<file path="src/rtl/ipt_pkg.sv">
package ipt_pkg;

  typedef enum logic [1:0] {
    S_IDLE = 2'd0,
    S_WALK = 2'd1,
    S_DONE = 2'd2
  } walk_state_t;

endpackage

</file>
<file path="src/rtl/ipt_hash.sv">
module ipt_hash #(
  parameter int VPN_W = 8,
  parameter int IDX_W = 4
) (
  input  logic [VPN_W-1:0] vpn,
  output logic [IDX_W-1:0] slot
);

  localparam int HALF = VPN_W / 2;
  localparam logic [VPN_W-1:0] LOW_MASK = {{(VPN_W-HALF){1'b0}}, {HALF{1'b1}}};

  // upper half XOR lower half, cut to the index width
  function automatic logic [IDX_W-1:0] fold_vpn(input logic [VPN_W-1:0] v);
    logic [VPN_W-1:0] x;
    x = (v >> HALF) ^ (v & LOW_MASK);
    return IDX_W'(x);
  endfunction

  assign slot = fold_vpn(vpn);

endmodule

</file>
<file path="src/rtl/ipt_table.sv">
module ipt_table #(
  parameter int FRAMES = 16,
  parameter int PID_W  = 4,
  parameter int VPN_W  = 8,
  parameter int IDX_W  = 4
) (
  input  logic             clk,
  input  logic             rst_n,
  input  logic             wr_en,
  input  logic [IDX_W-1:0] wr_idx,
  input  logic             wr_valid,
  input  logic [PID_W-1:0] wr_pid,
  input  logic [VPN_W-1:0] wr_vpn,
  input  logic             wr_link_en,
  input  logic [IDX_W-1:0] wr_link,
  input  logic [IDX_W-1:0] rd_idx,
  output logic             rd_valid,
  output logic [PID_W-1:0] rd_pid,
  output logic [VPN_W-1:0] rd_vpn,
  output logic             rd_link_en,
  output logic [IDX_W-1:0] rd_link
);

  logic             slot_valid   [FRAMES];
  logic [PID_W-1:0] slot_pid     [FRAMES];
  logic [VPN_W-1:0] slot_vpn     [FRAMES];
  logic             slot_link_en [FRAMES];
  logic [IDX_W-1:0] slot_link    [FRAMES];

  for (genvar g = 0; g < FRAMES; g++) begin : g_slot
    logic sel;
    assign sel = wr_en && (wr_idx == IDX_W'(g));

    always_ff @(posedge clk or negedge rst_n) begin
      if (!rst_n) begin
        slot_valid[g]   <= 1'b0;
        slot_pid[g]     <= '0;
        slot_vpn[g]     <= '0;
        slot_link_en[g] <= 1'b0;
        slot_link[g]    <= '0;
      end else if (sel) begin
        slot_valid[g]   <= wr_valid;
        slot_pid[g]     <= wr_pid;
        slot_vpn[g]     <= wr_vpn;
        slot_link_en[g] <= wr_link_en;
        slot_link[g]    <= wr_link;
      end
    end
  end

  assign rd_valid   = slot_valid[rd_idx];
  assign rd_pid     = slot_pid[rd_idx];
  assign rd_vpn     = slot_vpn[rd_idx];
  assign rd_link_en = slot_link_en[rd_idx];
  assign rd_link    = slot_link[rd_idx];

endmodule

</file>
<file path="src/rtl/ipt_walker.sv">
module ipt_walker
  import ipt_pkg::*;
#(
  parameter int FRAMES = 16,
  parameter int PID_W  = 4,
  parameter int VPN_W  = 8,
  parameter int IDX_W  = 4
) (
  input  logic             clk,
  input  logic             rst_n,
  input  logic             req_valid,
  output logic             req_ready,
  input  logic [PID_W-1:0] req_pid,
  input  logic [VPN_W-1:0] req_vpn,
  input  logic [IDX_W-1:0] start_slot,
  output logic [IDX_W-1:0] rd_idx,
  input  logic             rd_valid,
  input  logic [PID_W-1:0] rd_pid,
  input  logic [VPN_W-1:0] rd_vpn,
  input  logic             rd_link_en,
  input  logic [IDX_W-1:0] rd_link,
  output logic             resp_valid,
  output logic             resp_hit,
  output logic             resp_fault,
  output logic [IDX_W-1:0] resp_frame,
  output logic             start_evt,
  output logic             step_evt,
  output logic             match_evt,
  output logic             end_evt,
  output logic             limit_evt
);

  localparam int CNT_W = $clog2(FRAMES + 1);
  localparam logic [CNT_W-1:0] LAST_STEP = CNT_W'(FRAMES - 1);

  walk_state_t      state;
  logic [IDX_W-1:0] cur_idx;
  logic [CNT_W-1:0] steps;
  logic [PID_W-1:0] key_pid;
  logic [VPN_W-1:0] key_vpn;
  logic             r_hit;
  logic [IDX_W-1:0] r_frame;
  logic             key_match;
  logic             at_limit;

  function automatic logic slot_matches(input logic v, input logic [PID_W-1:0] sp,
                                        input logic [VPN_W-1:0] sv,
                                        input logic [PID_W-1:0] kp,
                                        input logic [VPN_W-1:0] kv);
    return v && (sp == kp) && (sv == kv);
  endfunction

  assign rd_idx    = cur_idx;
  assign key_match = slot_matches(rd_valid, rd_pid, rd_vpn, key_pid, key_vpn);
  assign at_limit  = (steps == LAST_STEP);

  assign req_ready = (state == S_IDLE);
  assign start_evt = req_valid && req_ready;
  assign step_evt  = (state == S_WALK);
  assign match_evt = step_evt && key_match;
  assign limit_evt = step_evt && !key_match && at_limit;
  assign end_evt   = step_evt && !key_match && !at_limit && !rd_link_en;

  always_ff @(posedge clk or negedge rst_n) begin
    if (!rst_n) begin
      state   <= S_IDLE;
      cur_idx <= '0;
      steps   <= '0;
      key_pid <= '0;
      key_vpn <= '0;
      r_hit   <= 1'b0;
      r_frame <= '0;
    end else begin
      unique case (state)
        S_IDLE: begin
          if (start_evt) begin
            key_pid <= req_pid;
            key_vpn <= req_vpn;
            cur_idx <= start_slot;
            steps   <= '0;
            state   <= S_WALK;
          end
        end
        S_WALK: begin
          if (match_evt) begin
            r_hit   <= 1'b1;
            r_frame <= cur_idx;
            state   <= S_DONE;
          end else if (end_evt || limit_evt) begin
            r_hit   <= 1'b0;
            r_frame <= '0;
            state   <= S_DONE;
          end else begin
            cur_idx <= rd_link;
            steps   <= steps + CNT_W'(1);
          end
        end
        S_DONE: begin
          state <= S_IDLE;
        end
        default: begin
          state <= S_IDLE;
        end
      endcase
    end
  end

  assign resp_valid = (state == S_DONE);
  assign resp_hit   = resp_valid && r_hit;
  assign resp_fault = resp_valid && !r_hit;
  assign resp_frame = resp_valid ? r_frame : '0;

endmodule

</file>
<file path="src/rtl/ipt_lookup.sv">
module ipt_lookup #(
  parameter int FRAMES = 16,
  parameter int PID_W  = 4,
  parameter int VPN_W  = 8,
  parameter int IDX_W  = $clog2(FRAMES)
) (
  input  logic             clk,
  input  logic             rst_n,
  input  logic             req_valid,
  output logic             req_ready,
  input  logic [PID_W-1:0] req_pid,
  input  logic [VPN_W-1:0] req_vpn,
  output logic             resp_valid,
  output logic             resp_hit,
  output logic             resp_fault,
  output logic [IDX_W-1:0] resp_frame,
  input  logic             wr_en,
  input  logic [IDX_W-1:0] wr_idx,
  input  logic             wr_valid,
  input  logic [PID_W-1:0] wr_pid,
  input  logic [VPN_W-1:0] wr_vpn,
  input  logic             wr_link_en,
  input  logic [IDX_W-1:0] wr_link
);

  logic [IDX_W-1:0] start_slot;
  logic [IDX_W-1:0] rd_idx;
  logic             rd_valid;
  logic [PID_W-1:0] rd_pid;
  logic [VPN_W-1:0] rd_vpn;
  logic             rd_link_en;
  logic [IDX_W-1:0] rd_link;

  // named internal events, observed by the bound checker
  logic start_evt;
  logic step_evt;
  logic match_evt;
  logic end_evt;
  logic limit_evt;

  ipt_hash #(
    .VPN_W(VPN_W),
    .IDX_W(IDX_W)
  ) u_hash (
    .vpn  (req_vpn),
    .slot (start_slot)
  );

  ipt_table #(
    .FRAMES(FRAMES),
    .PID_W (PID_W),
    .VPN_W (VPN_W),
    .IDX_W (IDX_W)
  ) u_table (
    .clk        (clk),
    .rst_n      (rst_n),
    .wr_en      (wr_en),
    .wr_idx     (wr_idx),
    .wr_valid   (wr_valid),
    .wr_pid     (wr_pid),
    .wr_vpn     (wr_vpn),
    .wr_link_en (wr_link_en),
    .wr_link    (wr_link),
    .rd_idx     (rd_idx),
    .rd_valid   (rd_valid),
    .rd_pid     (rd_pid),
    .rd_vpn     (rd_vpn),
    .rd_link_en (rd_link_en),
    .rd_link    (rd_link)
  );

  ipt_walker #(
    .FRAMES(FRAMES),
    .PID_W (PID_W),
    .VPN_W (VPN_W),
    .IDX_W (IDX_W)
  ) u_walker (
    .clk        (clk),
    .rst_n      (rst_n),
    .req_valid  (req_valid),
    .req_ready  (req_ready),
    .req_pid    (req_pid),
    .req_vpn    (req_vpn),
    .start_slot (start_slot),
    .rd_idx     (rd_idx),
    .rd_valid   (rd_valid),
    .rd_pid     (rd_pid),
    .rd_vpn     (rd_vpn),
    .rd_link_en (rd_link_en),
    .rd_link    (rd_link),
    .resp_valid (resp_valid),
    .resp_hit   (resp_hit),
    .resp_fault (resp_fault),
    .resp_frame (resp_frame),
    .start_evt  (start_evt),
    .step_evt   (step_evt),
    .match_evt  (match_evt),
    .end_evt    (end_evt),
    .limit_evt  (limit_evt)
  );

endmodule

</file>
<file path="config.mk">
export PLATFORM = sky130hd
export DESIGN_NAME = ipt_lookup
export DESIGN_NICKNAME = d
export VERILOG_FILES = /design/src/rtl/ipt_pkg.sv /design/src/rtl/ipt_hash.sv /design/src/rtl/ipt_table.sv /design/src/rtl/ipt_walker.sv /design/src/rtl/ipt_lookup.sv
export SDC_FILE = /design/constraint.sdc
export NUM_CORES = 1
export LEC_CHECK = 0
export BUFFER_PORTS_ARGS = -buffer_cell sky130_fd_sc_hd__clkbuf_2
export CORE_ASPECT_RATIO = 0.5
export CORE_MARGIN = 1.5
export CORE_UTILIZATION = 69
export CTS_BUF_LIST = sky130_fd_sc_hd__clkbuf_2 sky130_fd_sc_hd__clkbuf_4 sky130_fd_sc_hd__clkbuf_8
export CTS_CLUSTER_DIAMETER = 40
export DETAILED_ROUTE_END_ITERATION = 16
export PLACE_DENSITY_LB_ADDON = 0.3
export SYNTH_ARGS = -nofsm -noshare
export SYNTH_HDL_FRONTEND = slang
export SYNTH_SLANG_ARGS = --single-unit
export TNS_END_PERCENT = 30
</file>
<file path="constraint.sdc">
create_clock -name clk -period 8.2 [get_ports clk]
set_input_delay 1.64 -clock clk [delete_from_list [all_inputs] [get_ports clk]]
set_output_delay 1.64 -clock clk [all_outputs]
set_load 0.1 [all_outputs]
</file>
# [Yosys cells after proc, flatten, opt, wreduce, memory -nomap -nowiden]
# Index checks and enable logic that the tools add are counted.
[totals] ram_bits=0 memories=0 mem_bits_ro=0 output_inout_bits=8 latch_bits=0 ff_bits=316 wordCells=186
[op_classes] n_mul=0 div_mod_pow=0 bitwise_logic=2 n_addsub=1 order_cmp=1 n_eq_ne=24 n_reduce_logical=39 n_shift=0 muxes=32
[op_table] op="two-way mux 4 bit" n=10
[op_table] op="binary-select mux 4 bit (select 4 bit)" n=2
[op_table] op="binary-select mux 8 bit (select 4 bit)" n=1
[op_table] op="== test 4 bit (second input constant)" n=8
[op_table] op="logical AND 1 bit" n=26
[op_table] op="== test 4 x 3 -> 1 bit (second input constant)" n=4
[op_table] op="two-way mux 8 bit" n=2
[op_table] op="two-way mux 5 bit" n=3
[op_table] op="one-hot mux 5 bit (2 select lines)" n=1
[op_table] op="binary-select mux 1 bit (select 4 bit)" n=2
[op_table] op="== test 4 x 2 -> 1 bit (second input constant)" n=2
[op_table] op="== test 8 bit" n=1
[op_table] op="one-hot mux 4 bit (2 select lines)" n=1
[op_table] op="two-way mux 1 bit" n=6
[op_table] op="two-way mux 2 bit" n=3
[op_table] op="inequality test 2 bit (second input constant)" n=3
[op_table] op="AND reduction 2 bit" n=3
[op_table] op="adder 5 x 1 -> 5 bit (second input constant)" n=1
[op_table] op="== test 5 x 4 -> 1 bit (second input constant)" n=1
[op_table] op="greater-or-equal comparator 5 bit (second input constant)" n=1
[op_table] op="NOT 4 -> 5 bit" n=1
[op_table] op="== test 4 x 1 -> 1 bit (second input constant)" n=1
[op_table] op="== test 4 bit" n=1
[op_table] op="logical NOT 1 bit" n=4
[op_table] op="other kinds (10)" n=11

# [Depth between registers and ports, before layout]
[logic_depth] word_depth=15 depth_mapped=14 depth_no_buf=8

# [Cells and area by module]
# A second synthesis with hierarchy kept.
[unflattened] cells_unflattened=918 hier_area_um2=14307.5
[by_module_without_submodules] mod="ipt_table" cells_each=793 area_per_inst_um2=12884.9 seq_area_each_um2=7206.9 instances=1
[by_module_without_submodules] mod="ipt_walker" cells_each=121 area_per_inst_um2=1387.6 seq_area_each_um2=700.7 instances=1
[by_module_without_submodules] mod="ipt_hash" cells_each=4 area_per_inst_um2=35.0 seq_area_each_um2=0.0 instances=1

# [Worst setup path before layout]
# Ideal clock, no wire load.
[synth_timing] path_kind="register -> output" startpoint="reg u_walker.state[0]" endpoint="out resp_fault" arrival_ns=3.331 stages_incl_launch_ff=3 slack_ns=3.229 cell_sequence="dfrtp_1 -> nor2b_1 -> nor2b_1"
[synth_between] elab_chain_len=2
[synth_lines] element="start: declaration" line="ipt_walker.sv:36" rtl="walk_state_t state;"
[synth_lines] element="start signal: assignment" line="ipt_walker.sv:66" rtl="state <= S_IDLE;"
[synth_lines] element="start signal: assignment" line="ipt_walker.sv:81" rtl="state <= S_WALK;"
[synth_lines] element="start signal: assignment" line="ipt_walker.sv:88" rtl="state <= S_DONE;"
[synth_lines] element="== test 2 bit" line="ipt_walker.sv:108" rtl="assign resp_valid = (state == S_DONE);"
[synth_lines] element="net resp_valid" line="ipt_lookup.sv:13" rtl="output logic resp_valid,"
[synth_lines] element="logical AND 1 bit" line="ipt_walker.sv:110" rtl="assign resp_fault = resp_valid && !r_hit;"
[synth_lines] element="end: declaration" line="ipt_lookup.sv:15" rtl="output logic resp_fault,"
# The timed path passes the listed nets, and every way through them passes these cells.

# [Worst setup path after layout]
[layout_timing] startpoint="reg u_walker.cur_idx[0] (netlist: u_walker.rd_idx[0])" endpoint="reg u_walker.cur_idx[0] (netlist: u_walker.rd_idx[0])"
[layout_between] elab_chain_len=14 elab_cells_between_ends=34
[layout_lines] element="start: declaration" line="ipt_walker.sv:37" rtl="logic [IDX_W-1:0] cur_idx;"
[layout_lines] element="start signal: assignment" line="ipt_walker.sv:79" rtl="cur_idx <= start_slot;"
[layout_lines] element="start signal: assignment" line="ipt_walker.sv:94" rtl="cur_idx <= rd_link;"
[layout_lines] element="NOT 4 -> 5 bit (not written as such) *"
[layout_lines] element="binary-select mux 4 bit (select 4 bit)" line="ipt_table.sv:52" rtl="assign rd_pid = slot_pid[rd_idx];"
[layout_lines] element="two-way mux 4 bit (not written as such) (2 in series)" line="ipt_table.sv:52"
[layout_lines] element="== test 4 bit" line="ipt_walker.sv:50" rtl="return v && (sp == kp) && (sv == kv);"
[layout_lines] element="logical AND 1 bit (2 in series)" line="ipt_walker.sv:50"
[layout_lines] element="logical NOT 1 bit" line="ipt_walker.sv:61, ipt_walker.sv:62"
[layout_lines] element="logical AND 1 bit" line="ipt_walker.sv:61, ipt_walker.sv:62"
[layout_lines] element="logical AND 1 bit (2 in series)" line="ipt_walker.sv:62" rtl="assign end_evt = step_evt && !key_match && !at_limit && !rd_link_en;"
[layout_lines] element="logical OR 1 bit" line="ipt_walker.sv:89" rtl="end else if (end_evt || limit_evt) begin"
[layout_lines] element="inequality test 2 bit (no source line)"
[layout_lines] element="AND reduction 4 bit (no source line)"
# Every way passes the cells marked *; elsewhere a longest branch is shown, timed or not. The select of a mux whose other input is x is not followed.
# A chain may end at the register's enable or synchronous reset.

==> results.txt <==
maximum buffer depth of the clock tree = 3
initial antenna violation count = 0
LEAKAGE = 6.992 nW
HPWL Detailed = 19.55 mm
Comb power frac = 0.318
peak supply drop = 0.0001487 V
crit end category = register
Max FO, Critical Path = 36
Psw = 1.666 mW
CP Class = register to register
CTS Buf Count = 43
pre-CTS WS = 4.071 ns
vias in the first global route = 9135
Required @ worst endpoint = 8.64 ns
worst-skew pair later-pin latency = 0.55 ns
cell row count = 37
P&R area growth vs syn = 9.639%
Seq/Total Area, Yosys = 0.5444
Int Pwr = 3.535 mW
final setup violation count = 0
RSZ-0062 raised after global routing = no
Final Wtd Congestion = 0.8117
post-route ant nets = 0
Setup crit start kind = register
die area = 0.02198 sq mm
Post-synth EDFFs = 0
fin crit share = 0.5056
Final WS setup = 4.054 ns
post-CTS setup buffer count = 0
total power draw = 5.201 mW
Sw Share = 0.3203
most common cell after layout, fill and taps aside = dfrtp_1
Worst Hold Class = register to register
Syn Inst Count = 979
ys async rst share = 1.000
wire length per cell = 25.35 um
CTS root buf = clkbuf_8
most frequent cells in the layout = dfrtp_1 (313), mux2_2 (292), mux4_2 (70), nand2_1 (57), clkbuf_8 (55)
Flop pwr share = 0.429
Main synth FF type = dfrtp_1
gr ovfl total = 0
share of cells above drive strength 1 = 0.4962
drt total wl = 33.49 mm
IO Count = 46
hold_buf cts = 0
DRT iter0 DRCs = 693
clk sinks = 316
PortBufs = 45
Residual DRC = 0
Syn. warnings = 0
max-slew violation count = 0
antenna diode count = 0
drt first pass iters = 6
status = finished clean
Gates resized, CTS repair = 0
Worst Path Arrival = 4.59 ns
Die H = 105.6 um
GRT Util Overall = 0.3238
Worst-path clk slew = 0.07 ns
DR vias/cell = 6.561
flops & latches, synth = 316
nets@finish = 1054
Final min period = 4.146 ns
initial cell density of the core = 0.7051
Layout Skew = 0.02165 ns
die width = 208.2 um
CORE AREA = 0.02060 sq mm
Yosys cell types = 44
first-pass GRT wire length = 53.03 mm
Avg Cell Area, Syn = 14.84 sq um
clock share of power = 0.253
f_max = 241.2 MHz
worst rel slew slack = 0.2627
total negative setup slack = 0 ns
TritonCTS clock tree = yes
Post-Syn Area = 0.01453 sq mm
pin count of the biggest net entering global routing = 202
Worst Tran Pin Value = 1.106 ns
H-tree Lvls = 2
vias = 8667
Post-Synthesis Net Count = 1019
power per standard cell area = 326.6 mW/mm^2
Hold Violations, Final = 0
Max Cap Viol = 0
## synthesized netlist by cell type, types with 4 or more instances
master / count / area, sq um
nor2b_1: 5 / 31.28
xnor2_1: 14 / 122.6
mux2_2: 292 / 3288
nor2_1: 15 / 56.30
nand4_1: 5 / 31.28
mux4_2: 70 / 1577
o22ai_1: 6 / 37.54
clkbuf_1: 45 / 168.9
nand3_1: 16 / 80.08
o21ai_0: 8 / 40.04
buf_1: 6 / 22.52
and2_1: 9 / 56.30
o21ai_1: 4 / 20.02
and3_1: 7 / 43.79
buf_2: 14 / 70.07
nand2_1: 57 / 214.0
mux2i_1: 29 / 290.3
buf_6: 6 / 67.56
dfrtp_1: 316 / 7908
inv_1: 6 / 22.52
nand2b_1: 8 / 50.05
## routing by layer
layer,part of all wire,wire (um),GRT usage,vias up
met5,0,0,0,-
met3,0.076,2545,0.1007,47
met4,0.014,484,0.07299,0
met2,0.48,15910,0.5062,326
li1,-,-,-,3653
met1,0.43,14550,0.4539,4641
## cell families after synthesis
| kind of cell | Yosys count | share of synthesized area |
|---|---|---|
| adders and majority gates | 2 | 0.001723 |
| muxes | 391 | 0.3549 |
| xor gates and xnor gates | 17 | 0.01025 |
| AOI/OAI and AO/OA | 41 | 0.01973 |
| buffers and inverters | 78 | 0.02472 |
| and+or+nand+nor | 134 | 0.04428 |
| DFF | 316 | 0.5444 |
## final cells by class
cell class,count,area [sq um]
clock buffer,65,832.0
tap,273,341.6
inverter,6,22.52
timing repair buffer,62,375.4
clock inverter,14,128.9
sequential,316,7916
fill,1153,4676
multi-input combinational,585,6309
## sequential cells by signal, summed over array words and instances (netlist names), 5 cells and up
signal / flops
u_table.slot_pid: 64
u_table.slot_link: 64
u_table.slot_vpn: 128
u_table.slot_valid: 16
u_table.slot_link_en: 16
u_walker.steps: 5
u_walker.key_vpn: 8
## power by group through the flow
stage               clock [mW]  combinational (mW)  sequential (mW)
floorplan                    0                1.37             2.09
global placement             0                1.58             2.22
detailed placement           0                1.63             2.25
CTS                       1.33                1.65             2.23
global route              1.40                1.77             2.28
finish                    1.31                1.65             2.23
## worst paths after layout
| kind | slack (ns) | startpoint | end | depth (start not counted) |
|---|---|---|---|---|
| max | 4.05 | u_walker.rd_idx[0] | u_walker.rd_idx[0] | 9 |
| min reg2reg | 0.50 | u_table.slot_link[53] | u_table.slot_link[53] | 1 |
| max reg2reg | 4.05 | u_walker.rd_idx[0] | u_walker.rd_idx[0] | 9 |
| min | 0.50 | u_table.slot_link[53] | u_table.slot_link[53] | 1 |
| max in group asynchronous | 5.44 | rst_n | u_walker.rd_idx[1] | 2 |
| min in group asynchronous | 1.13 | rst_n | u_table.slot_pid[5] | 1 |
## metrics by stage
stage	instance area, sq um	std cells	hold WS (ns)	utilization
floorplan	14530	979	0.4547	-
global placement	14960	1242	0.4821	0.7261
detailed placement	14960	1242	0.4890	0.7261
CTS	15920	1321	0.5047	0.7728
global route	15930	1321	0.5117	0.7730
finish	15930	1321	0.5028	0.7730
## critical path, stage by stage (launching register included)
cell and delay [ns]:
dfrtp_4 0.74, buf_4 0.65, mux4_2 0.61, o22ai_1 0.18, a211oi_1 0.08, xnor2_1 0.30
nand4_1 0.23, or4_4 0.71, and3_1 0.21, a211o_1 0.26
No activity file was read; power rests on OpenSTA's default activity.
